**src/rtl/pdc_pkg.sv**
```systemverilog
package pdc_pkg;
  localparam int NUM_DOM = 6;

  localparam int D_RF   = 0;
  localparam int D_SER  = 1;
  localparam int D_PER  = 2;
  localparam int D_BUS  = 3;
  localparam int D_MEM  = 4;
  localparam int D_CPU  = 5;

  typedef enum logic [1:0] {
    QS_ALL_ON   = 2'b01,
    QS_SOME_OFF = 2'b10
  } qstat_e;
endpackage

```
**src/rtl/pdc_policy.sv**
```systemverilog
module pdc_policy
  import pdc_pkg::*;
(
  input  logic [NUM_DOM-1:0] req,
  input  logic               rf_bus_keep,
  input  logic               rf_idle,
  input  logic               rf_idle_release,
  input  logic               cpu_idle,
  input  logic               deep_sleep,
  output logic [NUM_DOM-1:0] want
);
  logic cpu_want;
  logic bus_want;
  logic rf_hold;

  always_comb begin
    cpu_want = req[D_CPU] | ~cpu_idle;
    bus_want = req[D_BUS] | rf_bus_keep | cpu_want;
    rf_hold  = rf_idle_release ? ~rf_idle : ~deep_sleep;

    want         = '0;
    want[D_RF]   = req[D_RF] | rf_hold;
    want[D_SER]  = req[D_SER];
    want[D_PER]  = req[D_PER];
    want[D_BUS]  = bus_want;
    want[D_MEM]  = req[D_MEM] ? bus_want : cpu_want;
    want[D_CPU]  = cpu_want;
  end

  // peripheral-side domains do not depend on any cross-domain term
  always_comb begin
    a_r4_direct: assert (want[D_SER] == req[D_SER] && want[D_PER] == req[D_PER]);
  end
endmodule

```
**src/rtl/pdc_settle.sv**
```systemverilog
module pdc_settle #(
  parameter int SETTLE_CYCLES = 4
) (
  input  logic clk,
  input  logic rst_n,
  input  logic en_next,
  output logic pwr_en,
  output logic pwr_good
);
  localparam int CW = (SETTLE_CYCLES > 0) ? $clog2(SETTLE_CYCLES + 1) : 1;
  localparam logic [CW-1:0] CNT_LOAD = CW'(SETTLE_CYCLES);

  logic [CW-1:0] cnt_q, cnt_d;
  logic          en_q;
  logic          cnt_ce;

  always_comb begin
    cnt_ce = 1'b0;
    cnt_d  = cnt_q;
    if (!en_q) begin
      cnt_ce = (cnt_q != CNT_LOAD);
      cnt_d  = CNT_LOAD;
    end else if (cnt_q != '0) begin
      cnt_ce = 1'b1;
      cnt_d  = cnt_q - 1'b1;
    end
  end

  always_ff @(posedge clk or negedge rst_n) begin
    if (!rst_n) begin
      cnt_q <= CNT_LOAD;
    end else if (cnt_ce) begin
      cnt_q <= cnt_d;
    end
  end

  always_ff @(posedge clk or negedge rst_n) begin
    if (!rst_n) en_q <= 1'b0;
    else        en_q <= en_next;
  end

  assign pwr_en   = en_q;
  assign pwr_good = en_q & (cnt_q == '0);

  // counter never exceeds its load value
  a_r9_cnt_bound: assert property (@(posedge clk) disable iff (!rst_n)
    cnt_q <= CNT_LOAD);

  generate
    if (SETTLE_CYCLES > 0) begin : g_chk
      // the powered flag only appears on an enable that was already up
      a_r9_good_late: assert property (@(posedge clk) disable iff (!rst_n)
        $rose(pwr_good) |-> $past(en_q));
    end
  endgenerate
endmodule

```
**src/rtl/pdc_query.sv**
```systemverilog
module pdc_query
  import pdc_pkg::*;
(
  input  logic [NUM_DOM-1:0] mask,
  input  logic [NUM_DOM-1:0] good,
  output logic [1:0]         status
);
  logic all_on;

  always_comb begin
    all_on = 1'b1;
    for (int i = 0; i < NUM_DOM; i++) begin
      if (mask[i] && !good[i]) all_on = 1'b0;
    end
    status = all_on ? QS_ALL_ON : QS_SOME_OFF;
  end

  // exactly one of the two codes is presented
  always_comb begin
    a_r10_code: assert ($onehot(status));
  end
endmodule

```
**src/rtl/pwr_domain_ctrl.sv**
```systemverilog
module pwr_domain_ctrl
  import pdc_pkg::*;
#(
  parameter int SETTLE_CYCLES = 4
) (
  input  logic               clk,
  input  logic               rst_n,
  input  logic [NUM_DOM-1:0] sw_on_req,
  input  logic               rf_bus_keep,
  input  logic               rf_idle,
  input  logic               rf_idle_release,
  input  logic               cpu_idle,
  input  logic               deep_sleep,
  input  logic               rf_clk_on,
  input  logic [NUM_DOM-1:0] query_mask,
  output logic [NUM_DOM-1:0] pwr_en,
  output logic [NUM_DOM-1:0] pwr_good,
  output logic [1:0]         query_status,
  output logic               rf_ready
);
  logic [NUM_DOM-1:0] want;

  pdc_policy u_policy (
    .req             (sw_on_req),
    .rf_bus_keep     (rf_bus_keep),
    .rf_idle         (rf_idle),
    .rf_idle_release (rf_idle_release),
    .cpu_idle        (cpu_idle),
    .deep_sleep      (deep_sleep),
    .want            (want)
  );

  generate
    for (genvar d = 0; d < NUM_DOM; d++) begin : g_dom
      pdc_settle #(.SETTLE_CYCLES(SETTLE_CYCLES)) u_settle (
        .clk      (clk),
        .rst_n    (rst_n),
        .en_next  (want[d]),
        .pwr_en   (pwr_en[d]),
        .pwr_good (pwr_good[d])
      );
    end
  endgenerate

  pdc_query u_query (
    .mask   (query_mask),
    .good   (pwr_good),
    .status (query_status)
  );

  assign rf_ready = pwr_good[D_RF] & rf_clk_on;

  // one clock after reset release the enables reflect sampled inputs
  logic armed_q;
  always_ff @(posedge clk or negedge rst_n) begin
    if (!rst_n) armed_q <= 1'b0;
    else        armed_q <= 1'b1;
  end

  always @(posedge clk) begin
    if (!rst_n) a_r1_reset_off: assert (pwr_en == '0 && pwr_good == '0);
  end

  a_r4_serial_follow: assert property (@(posedge clk) disable iff (!rst_n)
    armed_q |-> pwr_en[D_SER] == $past(sw_on_req[D_SER]));

  a_r5_bus_keep: assert property (@(posedge clk) disable iff (!rst_n)
    armed_q && $past(rf_bus_keep) |-> pwr_en[D_BUS]);

  a_r7_cpu_busy: assert property (@(posedge clk) disable iff (!rst_n)
    armed_q && $past(!cpu_idle) |-> pwr_en[D_CPU] && pwr_en[D_BUS]);

  a_r6_mem_released: assert property (@(posedge clk) disable iff (!rst_n)
    armed_q && $past(!sw_on_req[D_MEM] && !sw_on_req[D_CPU] && cpu_idle)
      |-> !pwr_en[D_MEM]);

  a_r3_rf_idle_drop: assert property (@(posedge clk) disable iff (!rst_n)
    armed_q && $past(rf_idle_release && rf_idle && !sw_on_req[D_RF])
      |-> !pwr_en[D_RF]);

  a_r11_ready_needs_power: assert property (@(posedge clk) disable iff (!rst_n)
    rf_ready |-> pwr_en[D_RF]);
endmodule

```
**config.mk**
```make
export PLATFORM = sky130hd
export DESIGN_NAME = pwr_domain_ctrl
export DESIGN_NICKNAME = d
export VERILOG_FILES = /design/src/rtl/pdc_pkg.sv /design/src/rtl/pdc_policy.sv /design/src/rtl/pdc_settle.sv /design/src/rtl/pdc_query.sv /design/src/rtl/pwr_domain_ctrl.sv
export SDC_FILE = /design/constraint.sdc
export NUM_CORES = 1
export LEC_CHECK = 0
export BUFFER_PORTS_ARGS = -buffer_cell sky130_fd_sc_hd__buf_4
export CAP_MARGIN = 20
export CORE_MARGIN = 2
export CORE_UTILIZATION = 29
export CTS_CLUSTER_SIZE = 24
export DETAILED_ROUTE_END_ITERATION = 12
export GPL_ROUTABILITY_DRIVEN = 1
export MAX_ROUTING_LAYER = met4
export PLACE_DENSITY = 0.58
export SYNTH_ARGS = -nofsm -noshare
export SYNTH_HDL_FRONTEND = slang
export SYNTH_HIERARCHICAL = 1
export SYNTH_SLANG_ARGS = --single-unit
```
**constraint.sdc**
```tcl
create_clock -name clk -period 1.9 [get_ports clk]
set_input_delay 0.095 -clock clk [delete_from_list [all_inputs] [get_ports clk]]
set_output_delay 0.095 -clock clk [all_outputs]
set_load 0.02 [all_outputs]
```
==> impl_metrics.yaml, run 1 <==
outcome:
  status: "finished clean"
global_routing:
  track_usage_pct: 12.0
  antenna_found_initial: 0
  grt_pass1_vias: 1154
  grt_pass1_wl_um: 4880
  grt-ovfl-total: 0
  grt_max_degree: 25
pwr:
  p_int_uw: 1950
  p_seq_share_pct: 31.2
  clock_power_share_pct: 11.3
  switching_share_pct: 36.2
  ir_drop_mv: 0.716
  switchingPower_uw: 1110
  power_per_cell_area_nw_per_um2: 1490
  leakagePower_uw: 0.00101
  combPwrFrac_pct: 57.5
timing:
  fmax_ghz: 0.530
  setup_viol: 0
  timing.hold.ws_ns: 0.0131
  tns_ns: 0
  fin_skew_ns: 0.00900
  rsz0062_at_grt: "true"
  period_share_pct: 99.4
  final_hold_viol_count: 0
  layout_setup_ws_ns: 0.0122
  slew_headroom_pct: 79.5
  tightest_slew_ns: 0.305
  finalCriticalPeriod_ns: 1.89
  slew_violations: 0
clock_tree:
  clockBufferDepth: 2
  cts_tree: "yes"
  cts.sinks: 24
  htreeDepth: 1
  ctsRootBufferMaster: "clkbuf_8"
  cts.reportedPaths.clkPinSlew_ns: 0.09
  cts_buffers: 3
  clock_latency_ns: 0.27
floorplanning:
  die_h_um: 73.5
  start_util_pct: 29.9
  ios: 35
  rows: 25
  die_area_um2: 5400
  core_um2: 4690
  fp.dieW_um: 73.5
hold_path:
  min_to: "g_dom[0].u_settle/pwr_en$_DFF_PN0_"
  hold_start: "sw_on_req[0]"
  hold_path.class: "in2reg"
  whs_path_depth: 2
final_layout:
  diodes: 0
  fin_util_pct: 43.6
  final_cell_mix: "buf_4, dfrtp_1, inv_1, nand2_1, inv_2"
  fin_nets: 229
  area_growth_pct: 46.1
  drive_gt1_share_pct: 51.5
  layout_commonest_cell: "buf_4"
  fillers: 472
worst_setup_path:
  r2r_end: "g_dom[4].u_settle/cnt_q[2]$_DFFE_PN1P_"
  cp_max_fo: 2
  slowest_stage: "dfrtp_1"
  reg2reg_from: "g_dom[4].u_settle/cnt_q[0]$_DFFE_PN0P_"
  critical_path_class: "reg2out"
  cpLargestDelayFamily: "simple AND/OR/NAND/NOR gates"
  reg2reg_depth: 6
  end_kind: "primary output"
  startpoint: "g_dom[4].u_settle/cnt_q[0]$_DFFE_PN0P_"
  critical_path.max_stage_delay_ns: 0.41
  critPathLaunchType: "flop"
  crit_chain: "inv_2 > ha_4 > nor2b_4 > and2_4 > o22ai_2 > or3_4 > buf_6"
  cp.buffers_inverters: 2
  required_ns: 1.80
  cp.arrival_ns: 1.79
  rrSetupSlack_ns: 0.53
yosys:
  ys_ff_latch: 24
  avgSynthCellArea_um2: 10.1
  yosys_warnings: 6
  synth_area_um2: 1400
  synth_seq_area_share_pct: 43.4
  synth_cell_types: 28
  syn_nets: 171
  synthCells: 139
placed_design:
  place_ws_ns: 0.108
  hpwl_um: 2010
  portBuffers: 34
  place.gp.congestion: 0.781
drt:
  drtPass1Iterations: 4
  drt_iter0_drc: 33
  wl_per_cell_um: 11.8
  via_count: 1162
  drc_errors: 0
  ant_nets: 0
  wirelength_um: 2960
  via_per_inst: 4.65
run:
  maxCapViolCount: 0
==> per-layer routing <==
layer  up-vias  global-route usage (%)  part of all wire, %
li1        570                       -                    -
met1       566                    14.0                   42
met2        22                    20.4                   53
met3         4                    3.43                  3.7
met4         0                    2.42                 0.85
met5         -                       -                    0
==> cells by family (layout without fill, tap and decap cells) <==
| logic type | Yosys count | count (layout) | share of synthesized area [%] |
|---|---|---|---|
| buffers and inverters | 29 | 86 | 9.11 |
| AO/OA/AOI/OAI | 21 | 21 | 12.1 |
| multiplexers | 3 | 3 | 2.50 |
| flip-flops | 24 | 24 | 43.4 |
| AND/OR/NAND/NOR | 44 | 44 | 18.5 |
| adder cells (fa/ha/maj) | 12 | 12 | 10.7 |
| XOR/XNOR | 6 | 6 | 3.75 |
==> power by group through the flow <==
stage          clock, µW  sequential (µW)  combinational, µW
5_1_grt              383              984               1960
2_1_floorplan          0              903                937
6_report             344              952               1760
4_1_cts              362              944               1670
3_5_place_dp           0              928               1290
3_3_place_gp           0              923               1270
==> flip-flops by register name, summed over array words and instances, names as in the netlist <==
| register | count |
|---|---|
| g_dom.u_settle/pwr_en | 6 |
| g_dom.u_settle/cnt_q | 18 |
==> stage by stage <==
stage	cells	instance area, µm²	power [µW]
floorplan	139	1400	1840
global placement	226	1720	2190
detailed placement	226	1720	2220
CTS	245	2010	2970
global route	250	2050	3320
finish	250	2050	3050
==> how the worst max path moves through the flow <==
| stage | endpoint | slack [ns] | cells after the start |
|---|---|---|---|
| after floorplan | query_status[1] | 0.07 | 6 |
| after global placement | query_status[1] | 0.15 | 7 |
| after detailed placement | query_status[1] | 0.11 | 7 |
| after CTS | query_status[1] | 0.003 | 7 |
| after global routing | query_status[1] | -0.09 | 7 |
| final | query_status[1] | 0.01 | 7 |
==> repair_timing <==
item                                    in CTS  in global routing
buffers inserted                            11                  5
gates cloned                                 0                  0
hold buffers                                 4                  0
pin swaps                                    3                  3
hold endpoints to repair                    24                  0
endpoints found under the setup margin       2                  2
gates resized for setup                     32                  4
==> final cells by class <==
cell class	count	area [µm²]	area share, %
multi-input cells	86	777	38.0
repair buffers	58	449	21.9
inverters	24	90.1	4.40
well taps	54	67.6	3.30
clock buffers	4	55.1	2.69
flip-flops and latches	24	608	29.7
==> cells in the mapped netlist <==
master     n  area share [%]
inv_1     23             6.2
dfrtp_1   18              32
ha_1      12              11
nand2_1   12             3.2
o32ai_1   10             6.2
nor2_1     7             1.9
dfstp_2    6              11
a211o_1    5             3.1
and2_2     5             2.7
buf_4      5             2.7
nor2b_1    5             2.2
nor2b_2    5             3.1
xnor2_1    5             3.1
o22ai_1    3             1.3
mux2i_1    2             1.4
nand2b_4   2             2.0
o21ai_0    2            0.71
or3_1      2            0.89
and2_1     1            0.45
clkinv_1   1            0.27
mux2_4     1             1.1
nand2b_1   1            0.45
nand3_1    1            0.36
nand4_1    1            0.45
nor3_1     1            0.36
o21ai_2    1            0.63
or2_2      1            0.45
xor2_1     1            0.63
No activity file was read; power rests on OpenSTA's default activity.
==> inputs of run 2 (changes only) <==
--- a/config.mk
+++ b/config.mk
@@ -7,6 +7,7 @@
 export LEC_CHECK = 0
 export BUFFER_PORTS_ARGS = -buffer_cell sky130_fd_sc_hd__buf_4
 export CAP_MARGIN = 20
+export CORE_ASPECT_RATIO = 1.5
 export CORE_MARGIN = 2
 export CORE_UTILIZATION = 29
 export CTS_CLUSTER_SIZE = 24
==> run 2 against run 1 <==
  * Utilization is 0.95 points lower
  * Sequential power hardly changed
  * Critical path type unchanged
  * Global-route usage hardly changed
  * First-iteration DRC count is 27% lower
  * Power is 3.1% lower
  * Largest power group unchanged
  * Clock-buffer cell count stayed put
  * Critical endpoint unchanged
  * Non-clock buffer count is 6 lower
==> impl_metrics.yaml, run 2 (same netlist as run 1, synthesis figures left out) <==
floorplanning:
  start_util_pct: 29.6
  core_um2: 4730
  fp.dieW_um: 60.8
  rows: 31
  die_area_um2: 5420
  die_h_um: 89.1
  ios: 35
hold_path:
  hold_path.class: "in2reg"
drt:
  ant_nets: 0
  drtPass1Iterations: 4
  via_per_inst: 4.37
  drc_errors: 0
  top_layer: "met4"
  wl_met3_um: 105
  wirelength_um: 2840
  drt_iter0_drc: 24
  via_count: 1118
  wl_per_cell_um: 11.1
  wl_met1_um: 1200
  wl_met2_um: 1500
timing:
  tightest_slew_ns: 0.316
  period_share_pct: 99.1
  slew_headroom_pct: 78.9
  slew_violations: 0
  fmax_ghz: 0.531
  fin_skew_ns: 0.00147
  setup_viol: 0
  finalCriticalPeriod_ns: 1.88
  rsz0062_at_grt: "true"
  final_hold_viol_count: 0
  tns_ns: 0
worst_setup_path:
  r2r_end: "g_dom[0].u_settle/cnt_q[1]$_DFFE_PN0P_"
  critPathLaunchType: "flop"
  cp.arrival_ns: 1.79
  critical_path.max_stage_delay_ns: 0.40
  crit_chain: "inv_2 > ha_4 > nor2b_4 > and2_4 > o22ai_2 > or3_1 > buf_6"
  slowest_stage: "dfrtp_1"
  rrSetupSlack_ns: 0.69
  startpoint: "g_dom[1].u_settle/cnt_q[0]$_DFFE_PN0P_"
  required_ns: 1.80
  end_kind: "primary output"
  endpoint: "query_status[1]"
  cp_max_fo: 3
  reg2reg_depth: 5
  critical_path_class: "reg2out"
  reg2reg_from: "g_dom[0].u_settle/cnt_q[1]$_DFFE_PN0P_"
final_layout:
  largest_reg_flops: 18
  design_area_um2: 2020
  largest_register: "g_dom.u_settle/cnt_q"
  fin_cells: 256
  area_growth_pct: 44.1
  drive_gt1_share_pct: 48.4
  final_cell_mix: "buf_4, dfrtp_1, inv_1, nand2_1, inv_2"
  diodes: 0
  layout_commonest_cell: "buf_4"
  fin_nets: 223
  fillers: 474
outcome:
  status: "finished clean"
global_routing:
  grt_max_degree: 25
  grt-ovfl-total: 0
  grt_pass1_wl_um: 4800
  antenna_found_initial: 0
  track_usage_pct: 12.0
  grt_pass1_vias: 1110
placed_design:
  placedCellCount: 234
  postPlaceCellArea_um2: 1700
  hpwl_um: 2100
  portBuffers: 34
  place.gp.congestion: 0.784
clock_tree:
  cts.sinks: 24
  cts_buffers: 3
  clockBufferDepth: 2
  clock_latency_ns: 0.26
  ctsRootBufferMaster: "clkbuf_8"
  htreeDepth: 1
  cts.reportedPaths.clkPinSlew_ns: 0.08
  cts_tree: "yes"
pwr:
  power_per_cell_area_nw_per_um2: 1470
  leakagePower_uw: 0.000973
  ir_drop_mv: 0.574
run:
  maxCapViolCount: 0
## run 2: power by group
| part | internal [µW] | switching, µW | leakage, µW |
|---|---|---|---|
| clock | 185 | 162 | 0.0000288 |
| combinational | 945 | 714 | 0.000672 |
| sequential | 759 | 193 | 0.000273 |
| total | 1890 | 1070 | 0.000973 |
## run 2: worst max-delay path, delay by kind of cell (launching register included)
family,cells,cell delay [ns]
buffers and inverters,2,0.23
and+or+nand+nor,3,0.69
DFF,1,0.40
adders and majority gates,1,0.13
AOI/OAI and AO/OA,1,0.07
## run 2: final cells by class
type | count | area (µm²) | share of cell area (%)
inverter | 24 | 90.1 | 4.46
timing repair buffer | 52 | 404 | 20.0
sequential | 24 | 608 | 30.1
tap | 66 | 82.6 | 4.09
multi-input combinational | 86 | 779 | 38.6
clock buffer | 4 | 55.1 | 2.73
## run 2: worst min path at each step
stage	from	slack, ns	to	cells past startpoint
2_1_floorplan	rst_n	-0.20	g_dom[0].u_settle/cnt_q[0]$_DFFE_PN0P_	0
3_3_place_gp	rst_n	0.02	g_dom[4].u_settle/cnt_q[0]$_DFFE_PN0P_	1
4_1_cts	sw_on_req[0]	0.01	g_dom[0].u_settle/pwr_en$_DFF_PN0_	2
3_5_place_dp	rst_n	0.02	g_dom[4].u_settle/cnt_q[1]$_DFFE_PN0P_	1
5_1_grt	rf_bus_keep	0.02	g_dom[3].u_settle/pwr_en$_DFF_PN0_	2
6_report	sw_on_req[0]	0.02	g_dom[0].u_settle/pwr_en$_DFF_PN0_	2
## run 2: metrics by stage
step	setup WS, ns	power (µW)	hold slack [ns]	utilization, %
final	0.0180	2960	0.0216	42.7
after global routing	-0.0523	3230	0.0197	42.7
after CTS	0.00258	2860	0.00971	41.2
after detailed placement	0.151	2150	0.0199	36.0
after global placement	0.147	2140	0.0200	36.0
after floorplan	0.0747	1840	-0.201	-
## run 2: layer usage
metal	GRT usage, %	up-vias
met1	13.9	530
met4	4.74	0
met3	1.30	2
met2	20.7	27
met5	-	-
li1	-	559
## run 2: repair_timing
item,CTS,global route
resized for setup,28,7
setup endpoints to repair,2,1
pin swaps,5,2
hold endpoints to repair,22,0
buffers inserted,7,7
hold buffers,4,0
==> inputs of run 3 (changes only) <==
--- a/config.mk
+++ b/config.mk
@@ -5,8 +5,9 @@
 export SDC_FILE = /design/constraint.sdc
 export NUM_CORES = 1
 export LEC_CHECK = 0
+export ABC_AREA = 1
+export ABC_CLOCK_PERIOD_IN_PS = 1900
 export BUFFER_PORTS_ARGS = -buffer_cell sky130_fd_sc_hd__buf_4
-export CAP_MARGIN = 20
 export CORE_ASPECT_RATIO = 1.5
 export CORE_MARGIN = 2
 export CORE_UTILIZATION = 29
==> run 3 against run 2 <==
  * Cell area is 8.1% lower
  * Global-route usage is 0.28 points lower
  * Sequential power is 5.1% lower
  * Critical path depth is 4 higher
  * Largest cell class unchanged
  * Largest power group unchanged
==> impl_metrics.yaml, run 3 <==
global_routing:
  grt_pass1_wl_um: 4820
  grt_pass1_vias: 1165
  antenna_found_initial: 0
  grt_max_degree: 25
  grt-ovfl-total: 0
  track_usage_pct: 11.7
timing:
  period_share_pct: 92.0
  slew_violations: 0
  slew_headroom_pct: 79.4
  tns_ns: 0
  tightest_slew_ns: 0.309
  finalCriticalPeriod_ns: 1.75
  fmax_ghz: 0.572
  timing.hold.ws_ns: 0.0233
  rsz0062_at_grt: "false"
  final_hold_viol_count: 0
  fin_skew_ns: 0.00127
  setup_viol: 0
clock_tree:
  htreeDepth: 1
  clockBufferDepth: 2
  cts.reportedPaths.clkPinSlew_ns: 0.08
  cts_tree: "yes"
  cts.sinks: 24
  clock_latency_ns: 0.26
  ctsRootBufferMaster: "clkbuf_8"
  cts_buffers: 3
  post-cts-setup-buffers: 0
final_layout:
  fin_nets: 253
  largest_register: "g_dom.u_settle/cnt_q"
  fin_cells: 285
  drive_gt1_share_pct: 37.0
  final_cell_mix: "nand2_1, buf_4, inv_1"
  layout_commonest_cell: "nand2_1"
  largest_reg_flops: 18
  diodes: 0
  area_growth_pct: 29.6
yosys:
  synth_area_um2: 1430
  netlist.top_cell.by_area: "dfrtp_1"
  yosys_warnings: 6
  avgSynthCellArea_um2: 7.78
  ys_ff_latch: 24
  synth_edf_count: 0
  synth_flop_cell: "dfrtp_1"
  synth-async-reset-ratio_pct: 100
  yosys.area.top_type_share_pct: 31.5
  synth_cell_types: 14
  synth_seq_area_share_pct: 42.5
  synthCells: 184
  yosys-top-cells-area: "dfrtp_1, nand2_1, dfstp_2, ha_1, inv_1"
  synth_commonest_cells: "nand2_1, inv_1, dfrtp_1, nand3_1, inv_2"
  syn_nets: 216
  synth_most_common_cell: "nand2_1"
worst_setup_path:
  critical_path_class: "reg2out"
  cp_max_fo: 4
  cp.buffers_inverters: 4
  cp.arrival_ns: 1.65
  crit_chain: "inv_1 > ha_2 > nand2_2 > nor2_4 > inv_1 > nand2_1 > nand2_1 > inv_2 > nand2_2 > nor2_2 > buf_4"
  critical_path.max_stage_delay_ns: 0.38
  critPathLaunchType: "flop"
  end_kind: "primary output"
  cpLargestDelayFamily: "simple AND/OR/NAND/NOR gates"
  required_ns: 1.80
  slowest_stage: "dfrtp_1"
pwr:
  p_int_uw: 1440
  switching_share_pct: 40.8
  ir_drop_mv: 0.454
  p_seq_share_pct: 37.1
  switchingPower_uw: 994
  combPwrFrac_pct: 51.1
  power_per_cell_area_nw_per_um2: 1310
  leakagePower_uw: 0.000976
  clock_power_share_pct: 11.8
placed_design:
  placedCellCount: 279
  place.gp.congestion: 0.766
  portBuffers: 34
  hpwl_um: 2160
drt:
  via_per_inst: 4.23
  drt_iter0_drc: 13
  drc_errors: 0
  via_count: 1206
  wl_per_cell_um: 9.40
  ant_nets: 0
  wirelength_um: 2680
  drtPass1Iterations: 4
run:
  maxCapViolCount: 0
floorplanning:
  core_um2: 4810
  fp.dieW_um: 61.4
  rows: 31
  die_area_um2: 5530
  die_h_um: 90.0
  ios: 35
  start_util_pct: 29.8
outcome:
  status: "finished clean"
hold_path:
  hold_path.class: "in2reg"
-- run 3: final timing paths --
check                                                        from                                     end  slack (ns)  depth (start not counted)
max                        g_dom[5].u_settle/cnt_q[0]$_DFFE_PN0P_                         query_status[0]        0.15                         11
min                                                  sw_on_req[5]      g_dom[5].u_settle/pwr_en$_DFF_PN0_        0.02                          3
max reg2reg                g_dom[5].u_settle/cnt_q[0]$_DFFE_PN0P_  g_dom[5].u_settle/cnt_q[1]$_DFFE_PN0P_        0.84                          6
min reg2reg                g_dom[5].u_settle/cnt_q[0]$_DFFE_PN0P_  g_dom[5].u_settle/cnt_q[0]$_DFFE_PN0P_        0.51                          2
max in group asynchronous                                   rst_n  g_dom[5].u_settle/cnt_q[2]$_DFFE_PN1P_        1.35                          2
min in group asynchronous                                   rst_n      g_dom[1].u_settle/pwr_en$_DFF_PN0_        0.26                          2
-- run 3: kinds of logic after synthesis --
group           count (synthesis)  share of synthesized area [%]
buf+inv                        44                           12.8
compound gates                  7                           3.50
flops                          24                           42.5
fa+ha+maj                      12                           10.5
simple gates                   97                           30.7
-- run 3: per-stage QoR --
stage          util, %  power [µW]  area, µm²  setup slack [ns]
6_report          38.6        2430       1860             0.151
2_1_floorplan        -        1770       1430             0.277
4_1_cts           37.5        2380       1800            0.0183
3_5_place_dp      36.0        2070       1730             0.321
3_3_place_gp      36.0        2030       1730             0.335
5_1_grt           38.6        2720       1860           0.00544
-- run 3: worst min-delay path, cell delays in order --
cell	delay (ns)
buf_4	0.08
nor2_2	0.04
inv_1	0.04
-- run 3: routing by layer --
metal  GRT usage [%]  vias to the layer above  routed length, µm
li1                -                      628                  -
met4            6.38                        0                 76
met1            12.9                      556               1080
met3            1.29                        4                 60
met5               -                        -                  0
met2            19.6                       18               1460
-- run 3: repair_timing --
item                       4_1_cts  5_1_grt
hold buffers                     3        0
setup endpoints to repair        0        2
resized for setup                0       19
hold endpoints to repair        20        0
-- run 3: final cells by class --
type	count	area (µm²)
inverter	39	146
timing repair buffer	37	285
sequential	24	608
clock buffer	3	41.3
tap	66	82.6
fill	538	2950
multi-input combinational	116	692
-- run 3: power by group through the flow --
stage / clock network (µW) / registers (µW) / logic (µW)
2_1_floorplan: 0 / 878 / 888
3_3_place_gp: 0 / 895 / 1140
3_5_place_dp: 0 / 901 / 1170
4_1_cts: 307 / 894 / 1180
5_1_grt: 335 / 934 / 1450
6_report: 288 / 903 / 1240
